===== config.mk =====
export PLATFORM = sky130hd
export DESIGN_NAME = rx_crc_excl
export DESIGN_NICKNAME = d
export VERILOG_FILES = /design/src/rtl/rxcrc_pkg.sv /design/src/rtl/crc_fold.sv /design/src/rtl/excl_window.sv /design/src/rtl/rx_crc_excl.sv
export SDC_FILE = /design/constraint.sdc
export NUM_CORES = 1
export LEC_CHECK = 0
export BUFFER_PORTS_ARGS = -buffer_cell sky130_fd_sc_hd__buf_2
export CORE_ASPECT_RATIO = 1.25
export CORE_MARGIN = 1
export CORE_UTILIZATION = 35
export DETAILED_ROUTE_END_ITERATION = 12
export SLEW_MARGIN = 40
export SYNTH_ARGS = -nofsm -noshare
export SYNTH_HDL_FRONTEND = slang
export SYNTH_SLANG_ARGS = --single-unit

===== constraint.sdc =====
create_clock -name clk -period 3.21 [get_ports clk]
set_input_delay 0.321 -clock clk [delete_from_list [all_inputs] [get_ports clk]]
set_output_delay 0.321 -clock clk [all_outputs]
set_load 0.01 [all_outputs]

===== src/rtl/rxcrc_pkg.sv =====
package rxcrc_pkg;

    localparam int CRC_W  = 16;
    localparam int CHAR_W = 8;

    typedef logic [CRC_W-1:0]  crc_t;
    typedef logic [CHAR_W-1:0] chr_t;

    typedef enum logic {
        KIND_CRC16 = 1'b0,
        KIND_CCITT = 1'b1
    } crc_kind_e;

    typedef struct packed {
        crc_t run;    // live CRC register
        crc_t prior;  // base used for the most recent fold
        logic armed;  // preset pending for next character
    } crc_state_t;

    function automatic crc_t poly_rev(crc_kind_e k);
        return (k == KIND_CCITT) ? crc_t'(16'h8408) : crc_t'(16'hA001);
    endfunction

    function automatic crc_t preset_of(crc_kind_e k);
        return (k == KIND_CCITT) ? crc_t'(16'hFFFF) : crc_t'(16'h0000);
    endfunction

endpackage


===== src/rtl/crc_fold.sv =====
module crc_fold
    import rxcrc_pkg::*;
#(
    parameter int DW = CHAR_W
) (
    input  crc_t        base,
    input  logic [DW-1:0] data,
    input  crc_kind_e   kind,
    output crc_t        folded
);
    crc_t stage [DW+1];
    crc_t poly;

    assign poly     = poly_rev(kind);
    assign stage[0] = base;

    for (genvar i = 0; i < DW; i++) begin : g_bit
        logic fb;
        assign fb         = stage[i][0] ^ data[i];
        assign stage[i+1] = (stage[i] >> 1) ^ (fb ? poly : '0);
    end

    assign folded = stage[DW];
endmodule


===== src/rtl/excl_window.sv =====
module excl_window #(
    parameter int WINDOW_TICKS = 8
) (
    input  logic clk,
    input  logic rst,
    input  logic chr_valid,
    input  logic bit_tick,
    input  logic take,
    output logic open
);
    localparam int CW = $clog2(WINDOW_TICKS + 1);
    localparam logic [CW-1:0] LIMIT = CW'(WINDOW_TICKS);

    logic [CW-1:0] ticks;
    logic          live;

    always_ff @(posedge clk) begin
        if (rst) begin
            ticks <= '0;
            live  <= 1'b0;
        end else if (chr_valid) begin
            ticks <= '0;
            live  <= 1'b1;
        end else begin
            if (take)
                live <= 1'b0;
            if (bit_tick && ticks < LIMIT)
                ticks <= ticks + 1'b1;
        end
    end

    assign open = live && (ticks < LIMIT);
endmodule


===== src/rtl/rx_crc_excl.sv =====
module rx_crc_excl
    import rxcrc_pkg::*;
#(
    parameter int WINDOW_TICKS = 8
) (
    input  logic        clk,
    input  logic        rst,
    input  logic        chr_valid,
    input  logic [7:0]  chr_data,
    input  logic        bit_tick,
    input  logic        poly_sel,
    input  logic        byte_sync_mode,
    input  logic        cmd_init,
    input  logic        cmd_excl,
    output logic [15:0] crc_value,
    output logic        crc_good
);
    crc_state_t st, st_nx;
    crc_kind_e  kind;
    crc_t       base, folded;
    logic       win_open, excl_ok;

    assign kind    = crc_kind_e'(poly_sel);
    assign excl_ok = cmd_excl && byte_sync_mode && win_open;

    excl_window #(.WINDOW_TICKS(WINDOW_TICKS)) u_win (
        .clk       (clk),
        .rst       (rst),
        .chr_valid (chr_valid),
        .bit_tick  (bit_tick),
        .take      (excl_ok),
        .open      (win_open)
    );

    always_comb begin
        if (st.armed || cmd_init)
            base = preset_of(kind);
        else if (excl_ok)
            base = st.prior;
        else
            base = st.run;
    end

    crc_fold #(.DW(CHAR_W)) u_fold (
        .base   (base),
        .data   (chr_data),
        .kind   (kind),
        .folded (folded)
    );

    always_comb begin
        st_nx = st;
        if (chr_valid) begin
            st_nx.prior = base;
            st_nx.run   = folded;
            st_nx.armed = 1'b0;
        end else begin
            if (excl_ok)
                st_nx.run = st.prior;
            if (cmd_init)
                st_nx.armed = 1'b1;
        end
    end

    always_ff @(posedge clk) begin
        if (rst) begin
            st.run   <= '0;
            st.prior <= '0;
            st.armed <= 1'b1;
        end else begin
            st <= st_nx;
        end
    end

    assign crc_value = st.run;
    assign crc_good  = (st.run == '0);
endmodule


# Yosys cells after proc, flatten, opt, wreduce, memory -nomap -nowiden
# Index checks and enable logic that the tools add are counted.
dict set report totals {
  inputBits 16
  word_cells 49
  output_inout_bits 17
  regBits 38
}
dict set report op_classes {
  add_sub_neg 1
  reduce_logical 9
  n_bitwise 16
  muxes 17
  magnitude_cmp 1
}
# operator count
set op_table {}
lappend op_table {{$mux 16} 12}
lappend op_table {{$xor 15x16->16} 8}
lappend op_table {{$logic_not 16->1} 1}
lappend op_table {{$mux 14} 1}
lappend op_table {{$xor 1x1->1} 8}
lappend op_table {{$add 4x1->4 const B} 1}
lappend op_table {{$logic_and 1x1->1} 4}
lappend op_table {{$lt 4x4->1 const B} 1}
lappend op_table {{$mux 1} 4}
lappend op_table {{$reduce_bool 2->1} 2}
lappend op_table {{$reduce_or 2->1} 1}
lappend op_table {{$logic_or 1x1->1} 1}

# Logic depth before layout (Yosys ltp)
dict set report logic_depth {
  word_depth 30
  ltp_mapped 11
  ltp_nobuf 9
}

# Cells and area by module
# Synthesis repeated with hierarchy kept, for this count alone.
dict set report hier_totals {
  cells_unflattened 239
  area_unflattened_um2 2384.8
}
# mod seq_area_each_um2 instances cells_each area_each_um2
set by_module_without_submodules {}
lappend by_module_without_submodules {rx_crc_excl 660.6 1 156 1570.3}
lappend by_module_without_submodules {crc_fold 0.0 1 63 600.6}
lappend by_module_without_submodules {excl_window 100.1 1 20 214.0}

# Worst setup path after synthesis
# Ideal clock, no wire load.
dict set report synth_path {
  kind {register to register}
  startpoint {register u_win.ticks[3]}
  endpoint {register st (netlist bit crc_value[15])}
  t_required_ns 3.124
  path_stages_with_launch 11
  setup_ns 0.086
  arrival_time_ns 2.503
  n_path_buf 1
  synth_period_minus_slack_ns 2.589
  path_slack_ns 0.621
  path_cell_list {dfxtp_1 > nand4b_1 > buf_6 > mux2_4 > a2111oi_4 > a221oi_4 > xnor2_4 > xnor3_1 > o21ai_2 > nand2_1 > a221oi_2}
}
dict set report synth_via {
  elab_chain_len 30
}
# item line
set synth_lines {}
lappend synth_lines {{start, declared} excl_window.sv:14} ;# logic [CW-1:0] ticks;
lappend synth_lines {{start signal, assigned} excl_window.sv:28} ;# ticks <= ticks + 1'b1;
lappend synth_lines {{$lt 4x4->1 *} excl_window.sv:32} ;# assign open = live && (ticks < LIMIT);
lappend synth_lines {{$logic_and 1x1->1 *} excl_window.sv:32}
lappend synth_lines {{$logic_and 1x1->1 *} rx_crc_excl.sv:24} ;# assign excl_ok = cmd_excl && byte_sync_mode && win_open;
lappend synth_lines {{$mux 16 *} rx_crc_excl.sv:38} ;# else if (excl_ok)
lappend synth_lines {{$mux 16} rx_crc_excl.sv:36} ;# if (st.armed || cmd_init)
lappend synth_lines {{$xor 1x1->1} crc_fold.sv:19} ;# assign fb = stage[i][0] ^ data[i];
lappend synth_lines {{$mux 16} crc_fold.sv:20} ;# assign stage[i+1] = (stage[i] >> 1) ^ (fb ? poly : '0);
lappend synth_lines {{$xor 15x16->16} crc_fold.sv:20}
lappend synth_lines {{(+14 left out)} -}
lappend synth_lines {{$xor 15x16->16} crc_fold.sv:20}
lappend synth_lines {{$xor 1x1->1} crc_fold.sv:19}
lappend synth_lines {{$mux 16} crc_fold.sv:20}
lappend synth_lines {{$xor 15x16->16} crc_fold.sv:20}
lappend synth_lines {{$xor 1x1->1} crc_fold.sv:19}
lappend synth_lines {{$mux 16} crc_fold.sv:20}
lappend synth_lines {{$xor 15x16->16} crc_fold.sv:20}
lappend synth_lines {{$mux 16 *} rx_crc_excl.sv:53} ;# if (chr_valid) begin
lappend synth_lines {{end signal, assigned} rx_crc_excl.sv:71} ;# st <= st_nx;
lappend synth_lines {{end, declared} rx_crc_excl.sv:18} ;# crc_state_t st, st_nx;
# Every way passes the cells marked *; elsewhere a longest branch is shown, timed or not.
# A chain may end at the register's enable or synchronous reset.

# Final worst setup path
# Ends and elaborated chain as after synthesis.

==> impl_metrics.json <==
{
  "antenna_found_initial": 0,
  "synth-edff-count": 0,
  "setup_tns_ns": 0,
  "yosysWarnings": 0,
  "design_area_um2": 3060,
  "seq_power_share_pct": 40.6,
  "netlist_instances": 346,
  "core_um2": 7840,
  "clkSinkCount": 38,
  "crit_path_start_kind": "flop",
  "endpoint_kind": "flop",
  "grt_pass1_wl_mm": 11.5,
  "status": "completed",
  "p_sw_share_pct": 35.3,
  "clk_pin_slew_ns": 0.08,
  "fin_skew_ns": 0.00867,
  "die-width_um": 82.7,
  "synth_largest_area_cell": "dfxtp_1",
  "place.gp.congestion": 0.851,
  "cts_made_buffers": 5,
  "wl_per_cell_um": 16.0,
  "clk_latency_ns": 0.30,
  "met2_usage_pct": 31.4,
  "final_nets": 370,
  "rsz0062_at_grt": "no",
  "min_path_type": "in2reg",
  "finalSetupViolCount": 0,
  "crit_type": "reg2reg",
  "drt_iter0_markers": 150,
  "reg2reg_setup_slack_ns": 0.34,
  "leakage_nw": 1.26,
  "start_util_pct": 36.4,
  "vias_per_cell": 5.35,
  "htreeDepth": 2,
  "worst_ep_arrival_time_ns": 3.09,
  "dp_hpwl_mm": 5.12,
  "maxSlewViolCount": 0,
  "routed_wl_mm": 7.19,
  "p_comb_share_pct": 33.7,
  "synth_area_per_cell_um2": 8.24,
  "grt_util_all_layers_pct": 18.1,
  "antenna_left": 0,
  "whs_ns": 0.322,
  "drc": 0,
  "drt_pass1_iterations": 4,
  "total_power_mw": 1.39,
  "ys_ff_latch": 38,
  "io_buffer_count": 32,
  "tightestPinTransition_ns": 0.765,
  "holdBufCountCts": 0,
  "synth.distinct_cells": 55,
  "cts_tree": "done",
  "pre_cts_slack_ns": 0.310,
  "io_pins": 33,
  "pwr_density_cell_nw_per_um2": 453,
  "period_needed_ns": 2.87,
  "async_flop_share_pct": 0,
  "finish.utilization_pct": 39.0,
  "postCtsSetupRepairBufs": 0,
  "cp.required_ns": 3.43,
  "dpl_cell_area_um2": 2960,
  "cts.repair.resized": 0,
  "path_max_fanout": 28,
  "num_rows": 36,
  "grt_pass1_vias": 2262,
  "syn_nets": 363,
  "fin_ws_ns": 0.339,
  "timing.final.crit_share_pct": 89.4,
  "dieArea_um2": 8510,
  "yosys-top-cells-area": "dfxtp_1, xnor2_1, mux2i_1",
  "root_buffer": "clkbuf_8",
  "max-cap-violations": 0,
  "peakVddDrop_mv": 0.157,
  "grtUsageMet1_pct": 22.7,
  "grt.busiest_layer": "met2",
  "post_route_cells_drive_above_1_share_pct": 18.1,
  "grt-ovfl-total": 0,
  "pwr-share-clk_pct": 25.7,
  "met3_usage_pct": 2.21,
  "p_int_mw": 0.896,
  "hold_viol_final": 0,
  "synth_top_area_share_pct": 26.7,
  "p_switching_mw": 0.489,
  "clk_path_buf_depth": 2,
  "synthFlopType": "dfxtp_1",
  "grt_start_max_net_pins": 34,
  "area_delta_synth_final_pct": 7.29,
  "ys_seq_area_share_pct": 26.7,
  "maxSlewHeadroom_pct": 48.4,
  "dr_total_vias": 2402,
  "fmax_mhz": 348,
  "die_y_um": 103,
  "final_cells": 449,
  "post-place-cells": 441,
  "diodes": 0,
  "netlist_area_um2": 2850
}
==> worst max-delay path: stages (launching register included) <==
cell	delay [ns]
dfxtp_1	0.33
nand4b_1	0.22
buf_12	0.22
mux2_4	0.34
a2111oi_4	0.40
a221oi_4	0.08
xnor2_4	0.29
xnor3_1	0.46
o21ai_2	0.14
nand2_1	0.08
a221oi_2	0.21
==> power groups by stage <==
stage	Combinational [mW]	Clock (mW)	Sequential (mW)
after CTS	0.469	0.367	0.562
after global routing	0.517	0.384	0.568
after detailed placement	0.466	0	0.573
after global placement	0.464	0	0.572
after floorplan	0.394	0	0.548
final	0.467	0.356	0.562
==> layout make-up <==
cell class	count	area (µm²)
Clock buffer	6	82.6
Clock inverter	2	12.5
Fill cell	838	4780
Inverter	3	11.3
Multi-Input combinational cell	263	1820
Sequential cell	38	761
Tap cell	95	119
Timing Repair Buffer	42	248
==> flip-flops by register name (all words and copies together), names as in the netlist <==
register,count
st,17
crc_value,16
u_win.ticks,4
u_win.live,1
==> synthesized netlist by cell type (2+ instances only) <==
cell,instances
nor2_1,46
dfxtp_1,38
a21oi_1,26
xnor2_1,25
nand2_1,23
mux2i_1,19
xor2_1,18
buf_4,17
a211oi_1,16
clkbuf_1,16
o21ai_0,16
nand3_1,8
buf_2,6
nor3_1,6
nand2b_1,5
and2_1,4
nor4_1,4
inv_1,3
nor2b_1,3
o211ai_1,3
o21a_1,3
a21o_1,2
buf_6,2
nand3b_1,2
nor3b_1,2
nor4b_1,2
o311ai_0,2
xnor3_1,2
==> routing by layer <==
metal,part of all wire [%],up-vias,wire [µm]
met5,0,-,0
met4,1.8,0,131
li1,-,1201,-
met2,50,62,3560
met1,44,1129,3180
met3,4.4,10,319
==> logic make-up after synthesis <==
| logic type | Yosys count | share of synthesized area (%) |
|---|---|---|
| AOI/OAI and AO/OA | 79 | 19.4 |
| buffers and inverters | 45 | 9.31 |
| muxes | 22 | 7.99 |
| xor gates and xnor gates | 47 | 16.3 |
| adders and majority gates | 1 | 0.439 |
| DFF | 38 | 26.7 |
| and+or+nand+nor | 114 | 19.8 |
==> path summary, 6_finish.rpt <==
path                                      from              to  depth (start not counted)
worst max register to register  u_win.ticks[3]   crc_value[15]                         10
worst max-delay path            u_win.ticks[3]   crc_value[15]                         10
worst min register to register           st[6]           st[6]                          2
worst min-delay path                  bit_tick  u_win.ticks[3]                          3
==> placed cells by master, fill, tap and decap left out, types with 2 or more instances in the layout <==
cell	n
nor4b_1	2
clkbuf_8	6
nand3_1	8
o21ai_0	16
o311ai_0	2
nor2b_1	3
a21oi_1	26
nand2b_1	5
nor4_1	4
o21a_1	3
xnor2_1	25
dfxtp_1	38
xor2_1	18
buf_2	32
buf_4	9
o211ai_1	3
mux2i_1	19
nand3b_1	2
nor3_1	6
a21o_1	2
nor2_1	46
nand2_1	23
nor3b_1	2
inv_1	3
and2_1	4
a211oi_1	16
xnor3_1	2
(Power assumes the default switching activity.)
